===== src/rtl/rnd_pkg.sv =====
package rnd_pkg;
  typedef enum logic [1:0] {
    RM_CHOP = 2'b00,
    RM_JAM  = 2'b01,
    RM_NEAR = 2'b10,
    RM_RSVD = 2'b11
  } rnd_mode_e;
endpackage


===== src/rtl/rnd_guard_scan.sv =====
// Summarizes the guard field: half-LSB bit, sticky of the bits below it.
module rnd_guard_scan #(
  parameter int G = 6
) (
  input  logic [G-1:0] guard,
  output logic         half,
  output logic         tail_any,
  output logic         any_set
);
  assign half = guard[G-1];
  generate
    if (G > 1) begin : g_tail
      assign tail_any = |guard[G-2:0];
    end else begin : g_notail
      assign tail_any = 1'b0;
    end
  endgenerate
  assign any_set = half | tail_any;
endmodule


===== src/rtl/rnd_decide.sv =====
// Chooses increment or jam per policy.
module rnd_decide
  import rnd_pkg::*;
(
  input  rnd_mode_e mode,
  input  logic      keep_lsb,
  input  logic      half,
  input  logic      tail_any,
  input  logic      any_set,
  output logic      inc,
  output logic      jam
);
  always_comb begin
    inc = 1'b0;
    jam = 1'b0;
    unique case (mode)
      RM_JAM:  jam = any_set;
      RM_NEAR: inc = half & (tail_any | keep_lsb);
      default: begin
        inc = 1'b0;
        jam = 1'b0;
      end
    endcase
  end
endmodule


===== src/rtl/rnd_renorm.sv =====
// Applies jam/increment, renormalizes on carry-out, saturates at exponent top.
module rnd_renorm #(
  parameter int N = 6,
  parameter int E = 8
) (
  input  logic [N-1:0] keep,
  input  logic         inc,
  input  logic         jam,
  input  logic [E-1:0] exp_in,
  output logic [N-1:0] mant,
  output logic [E-1:0] exp_out,
  output logic         ovf
);
  localparam logic [E-1:0] EXP_TOP = {E{1'b1}};
  localparam logic [N-1:0] MANT_HALF = {1'b1, {(N-1){1'b0}}};

  logic [N:0] sum;
  logic       carry;

  assign sum   = {1'b0, keep[N-1:1], keep[0] | jam} + {{N{1'b0}}, inc};
  assign carry = sum[N];

  always_comb begin
    mant    = sum[N-1:0];
    exp_out = exp_in;
    ovf     = 1'b0;
    if (carry) begin
      if (exp_in == EXP_TOP) begin
        mant    = {N{1'b1}};
        exp_out = EXP_TOP;
        ovf     = 1'b1;
      end else begin
        mant    = MANT_HALF;
        exp_out = exp_in + 1'b1;
      end
    end
  end
endmodule


===== src/rtl/rnd_unit.sv =====
module rnd_unit
  import rnd_pkg::*;
#(
  parameter int N       = 6,
  parameter int G       = 6,
  parameter int E       = 8,
  parameter bit REG_OUT = 1'b1
) (
  input  logic             clk,
  input  logic             rst,
  input  logic             in_valid,
  input  logic [N+G-1:0]   in_mant,
  input  logic [E-1:0]     in_exp,
  input  logic [1:0]       in_mode,
  output logic             out_valid,
  output logic [N-1:0]     out_mant,
  output logic [E-1:0]     out_exp,
  output logic             out_ovf
);
  localparam int W = N + G;

  logic [N-1:0] keep;
  logic [G-1:0] guard;
  logic         half, tail_any, any_set, inc, jam;
  logic [N-1:0] c_mant;
  logic [E-1:0] c_exp;
  logic         c_ovf;

  assign keep  = in_mant[W-1:G];
  assign guard = in_mant[G-1:0];

  rnd_guard_scan #(.G(G)) u_scan (
    .guard(guard), .half(half), .tail_any(tail_any), .any_set(any_set)
  );

  rnd_decide u_dec (
    .mode(rnd_mode_e'(in_mode)), .keep_lsb(keep[0]), .half(half),
    .tail_any(tail_any), .any_set(any_set), .inc(inc), .jam(jam)
  );

  rnd_renorm #(.N(N), .E(E)) u_norm (
    .keep(keep), .inc(inc), .jam(jam), .exp_in(in_exp),
    .mant(c_mant), .exp_out(c_exp), .ovf(c_ovf)
  );

  generate
    if (REG_OUT) begin : g_reg
      always_ff @(posedge clk) begin
        if (rst) begin
          out_valid <= 1'b0;
          out_mant  <= '0;
          out_exp   <= '0;
          out_ovf   <= 1'b0;
        end else begin
          out_valid <= in_valid;
          out_mant  <= c_mant;
          out_exp   <= c_exp;
          out_ovf   <= c_ovf;
        end
      end
    end else begin : g_comb
      assign out_valid = in_valid;
      assign out_mant  = c_mant;
      assign out_exp   = c_exp;
      assign out_ovf   = c_ovf;
    end
  endgenerate
endmodule


===== config.mk =====
export PLATFORM = sky130hd
export DESIGN_NAME = rnd_unit
export DESIGN_NICKNAME = d
export VERILOG_FILES = /design/src/rtl/rnd_pkg.sv /design/src/rtl/rnd_guard_scan.sv /design/src/rtl/rnd_decide.sv /design/src/rtl/rnd_renorm.sv /design/src/rtl/rnd_unit.sv
export SDC_FILE = /design/constraint.sdc
export NUM_CORES = 1
export LEC_CHECK = 0
export BUFFER_PORTS_ARGS = -buffer_cell sky130_fd_sc_hd__clkbuf_2
export CAP_MARGIN = 15
export CORE_UTILIZATION = 45
export DETAILED_ROUTE_END_ITERATION = 10
export GPL_TIMING_DRIVEN = 0
export MAX_ROUTING_LAYER = met4
export PLACE_DENSITY = 0.82
export SKIP_CTS_REPAIR_TIMING = 1
export SYNTH_ARGS = -nofsm -noshare
export SYNTH_HDL_FRONTEND = slang
export SYNTH_HIERARCHICAL = 1
export SYNTH_SLANG_ARGS = --single-unit

===== constraint.sdc =====
create_clock -name clk -period 2.45 [get_ports clk]
set_input_delay 0.3675 -clock clk [delete_from_list [all_inputs] [get_ports clk]]
set_output_delay 0.3675 -clock clk [all_outputs]
set_load 0.01 [all_outputs]

**Word-level counts from Yosys, hierarchy flattened**

Cells that the tools add are included.

- Output and inout bits: 16
- Logic and storage cells: 23
- Register bits after elaboration: 16

- Bitwise logic cells: 5
- Add/subtract/negate cells: 2
- Reductions and logical operators: 2
- Eq/ne operators: 3
- Muxes and demuxes: 7

Operators by type and width:

| operator | count |
|---|---|
| two-way mux 8 bit | 2 |
| adder 8 x 1 -> 8 bit (second input constant) | 1 |
| equality test 8 bit (second input constant) | 1 |
| adder 6 x 1 -> 7 bit | 1 |
| two-way mux 6 bit | 1 |
| two-way mux 5 bit | 1 |
| OR reduction 5 bit | 1 |
| two-way mux 1 bit | 3 |
| bitwise OR 1 bit | 3 |
| equality test 2 x 1 -> 1 bit (second input constant) | 1 |
| equality test 2 bit (second input constant) | 1 |
| OR reduction 2 bit | 1 |
| bitwise AND 1 bit | 1 |
| inverter 1 bit | 1 |

**Logic depth before layout (Yosys ltp)**

- Depth after elaboration: 7
- Gate-level depth with buffers: 12

**Hierarchy**

Netlist, hierarchy kept.

Modules (own cells, without submodules):

| module | area an instance (um2) | instances | sequential area each (um2) | cells an instance |
|---|---|---|---|---|
| rnd_unit | 464.2 | 1 | 320.3 | 33 |
| rnd_renorm | 397.9 | 1 | 0.0 | 62 |
| rnd_guard_scan | 32.5 | 1 | 0.0 | 5 |
| rnd_decide | 25.0 | 1 | 0.0 | 5 |

**Least setup slack after synthesis**

Ideal clock, no wire load.

- Kind: input to register
- From: input in_mant[1]
- To: register out_exp[3]
- Path slack: 176 ps
- Data arrival time: 2160 ps
- Stages on the path: 12
- Path buffers: 1
- Cell sequence: nor3_2 -> nand3b_1 -> nand2_1 -> nor2_1 -> or2_2 -> ha_1 -> ha_1 -> nand3_1 -> clkbuf_1 -> o31ai_1 -> a21boi_0 -> nor2b_2

- Longest elaborated chain between the ends: 6

Ends and longest elaborated chain:

| what | line | RTL |
|---|---|---|
| start: declaration | rnd_unit.sv:12 | `input logic [N+G-1:0] in_mant,` |
| OR reduction 5 bit | rnd_guard_scan.sv:13 | `assign tail_any = \|guard[G-2:0];` |
| bitwise OR 1 bit | rnd_guard_scan.sv:18 | `assign any_set = half \| tail_any;` |
| net any_set | rnd_unit.sv:24 | `logic half, tail_any, any_set, inc, jam;` |
| two-way mux 1 bit | rnd_decide.sv:16 | `unique case (mode)` |
| net jam | rnd_unit.sv:24 |  |
| bitwise OR 1 bit | rnd_renorm.sv:20 | `assign sum = {1'b0, keep[N-1:1], keep[0] \| jam} + {{N{1'b0}}, inc};` |
| adder 6 x 1 -> 7 bit | rnd_renorm.sv:20 |  |
| two-way mux 8 bit | rnd_renorm.sv:27 | `if (carry) begin` |
| net c_exp[3] | rnd_unit.sv:26 | `logic [E-1:0] c_exp;` |
| end signal: assignment | rnd_unit.sv:57 | `out_exp <= c_exp;` |
| end: declaration | rnd_unit.sv:17 | `output logic [E-1:0] out_exp,` |

The timed path passes the listed nets, and every way through them passes these cells.
A chain may end at the register's enable or synchronous reset.

**Worst setup path after layout**

Ends and elaborated chain as after synthesis.

==> metrics.yaml <==
outcome: "finished clean"
dieArea_mm2: 0.00223
synth-simple-area-share_pct: 40.3
core_mm2: 0.00182
grtUsageTotal_pct: 22.5
viasPerCell: 5.19
endpoint_kind: "flop"
finalCritPeriodShare_pct: 89.1
rsz0062_at_grt: "false"
synthCells: 105
grt_pass1_vias: 800
io_pins: 41
period_needed_ns: 2.18
synth-seq-cells: 16
fillCellCount: 168
drive_above_1_share_pct: 47.7
cp_cell_sequence: "clkbuf_2 -> nor3_2 -> nand3b_1 -> nand2_1 -> nor2_1 -> or2_2 -> ha_1 -> ha_1 -> nand3_1 -> clkbuf_2 -> o31ai_1 -> a21boi_0 -> nor2b_2"
syn_area_um2: 920
ys_warn_count: 6
ant_nets: 0
die_x_um: 47.2
cp.arrival_ns: 2.37
drc: 0
cp-start-kind: "input pin"
clkTransAtPathRegs_ns: 0.10
grt_pass1_wl_um: 3330
synth_compound_area_share_pct: 8.16
worstHoldPathType: "input pin to flop"
finalSetupTns_ns: 0
cp_data_required_time_ns: 2.64
nNetsFinal: 178
yosys-top-cells-count: "dfxtp_1, nand2_1, nand3_1, nor2b_2"
synthArstFlopShare_pct: 0
final_cells: 174
setup_violations: 0
crit_start: "in_mant[1]"
drt_first_iter_violations: 17
muxShareOfSynthArea_pct: 4.90
dp.cells: 170
dieHeight_um: 47.2
cp_max_fo: 10
synth_most_common_cell: "dfxtp_1"
antenna_found_initial: 0
wl_um: 2000
avgSynthCellArea_um2: 8.76
hold_start: "in_valid"
wire_per_inst_um: 11.5
cts_buffers: 3
critPathKind: "input pin to flop"
critPathMaxStageDelay_ns: 0.28
fmax_ghz: 0.458
yosysTopAreaCell: "dfxtp_1"
synthesis.nets: 133
pwr_density_cell_mw_per_mm2: 472
synth-seq-area-share_pct: 34.8
maxCapViolCount: 0
cts_tree: "done"
slew_headroom_pct: 76.9
power.static_leakage_nw: 0.573
cts.sinks: 16
ys_types: 32
synth_top_area_share_pct: 34.8
cts_root_buffer: "clkbuf_4"
drt_first_pass_iters: 4
grt_overflow: 0
num_rows: 15
vias: 903
start_util_pct: 50.5
ir_drop_v: 0.000339
areaGrowthSynthToFinish_pct: 29.3
synthAdderAreaFrac_pct: 4.08
synth_top_family_by_area: "simple AND/OR/NAND/NOR gates"
worst_slew_pin_slew_ns: 0.344
dp_hpwl_um: 1510
cts_htree_levels: 1
worst_path_max_delay_cell: "or2_2"
hold_viol: 0
grt_max_degree: 11
synth_edf_count: 0
synth_area_leaders: "dfxtp_1, nor2b_2, nand2_1"
clock_path_buffers: 2
ys.flop_type: "dfxtp_1"
synthXorXnorAreaFrac_pct: 2.86
slew_violations: 0
gp_congestion: 0.883
numPortBuffers: 40
n_antenna_cell: 0
final timing paths:
kind / to / slack [ns] / cells after the start
max: out_exp[3] / 0.27 / 13
min: out_valid / 0.29 / 2
layout by cell type (no fill, tap or decap), drive strengths merged:
| cell | instances |
|---|---|
| or3 | 3 |
| and2b | 6 |
| inv | 3 |
| xor2 | 2 |
| o41ai | 1 |
| nand2 | 14 |
| nand3b | 1 |
| o31ai | 2 |
| nand3 | 7 |
| mux2 | 4 |
| buf | 3 |
| nor2 | 6 |
| dfxtp | 16 |
| ha | 3 |
| nor4 | 2 |
| or4 | 2 |
| nor3 | 3 |
| or2 | 1 |
| o311ai | 1 |
| a21boi | 1 |
| nand2b | 2 |
| nor2b | 10 |
| nand4 | 3 |
| xnor2 | 1 |
| clkbuf | 45 |
| o21ai | 7 |
registers in the layout, indices dropped and copies added (netlist names):
register / count
out_exp: 8
out_mant: 6
out_ovf: 1
out_valid: 1
power breakdown:
| group | switching (mW) | leakage, nW | internal, mW |
|---|---|---|---|
| clock | 0.0848 | 0.0210 | 0.0905 |
| combinational | 0.0552 | 0.419 | 0.0526 |
| sequential | 0.00320 | 0.133 | 0.274 |
per-stage QoR:
step / power [mW] / cell area (um^2) / hold slack [ns] / setup slack, ns / utilization [%]
floorplan: 0.339 / 920 / 0.510 / 0.176 / -
global placement: 0.387 / 1150 / 0.594 / -0.0693 / 63.2
detailed placement: 0.391 / 1150 / 0.594 / -0.149 / 63.2
CTS: 0.567 / 1190 / 0.289 / 0.160 / 65.2
global route: 0.596 / 1190 / 0.271 / 0.137 / 65.3
finish: 0.560 / 1190 / 0.292 / 0.267 / 65.3
per-layer routing:
layer / GRT usage (%) / vias to the layer above / share of wire [%]
li1: - / 450 / -
met1: 24.0 / 402 / 40
met2: 37.5 / 45 / 51
met3: 2.31 / 6 / 5.4
met4: 17.7 / 0 / 3.6
met5: - / - / 0
cell type report:
class	count	area, um^2	area share (%)
Sequential cell	16	320	26.9
Tap cell	25	31.3	2.63
Buffer	4	35.0	2.95
Clock buffer	4	36.3	3.05
Inverter	3	11.3	0.947
Timing Repair Buffer	40	200	16.8
Multi-Input combinational cell	82	554	46.6
logic make-up (layout without fill, tap and decap cells):
| logic type | count (synthesis) | in the layout |
|---|---|---|
| and+or+nand+nor | 60 | 60 |
| xor gates and xnor gates | 3 | 3 |
| muxes | 4 | 4 |
| AOI/OAI and AO/OA | 12 | 12 |
| adders and majority gates | 3 | 3 |
| buffers and inverters | 7 | 51 |
| DFF | 16 | 16 |
worst max-delay path, delay by kind of cell:
family | cells | cell delay (ns)
simple gates | 7 | 1.02
fa+ha+maj | 2 | 0.43
buf+inv | 2 | 0.33
compound gates | 2 | 0.22
(Power assumes the default switching activity.)
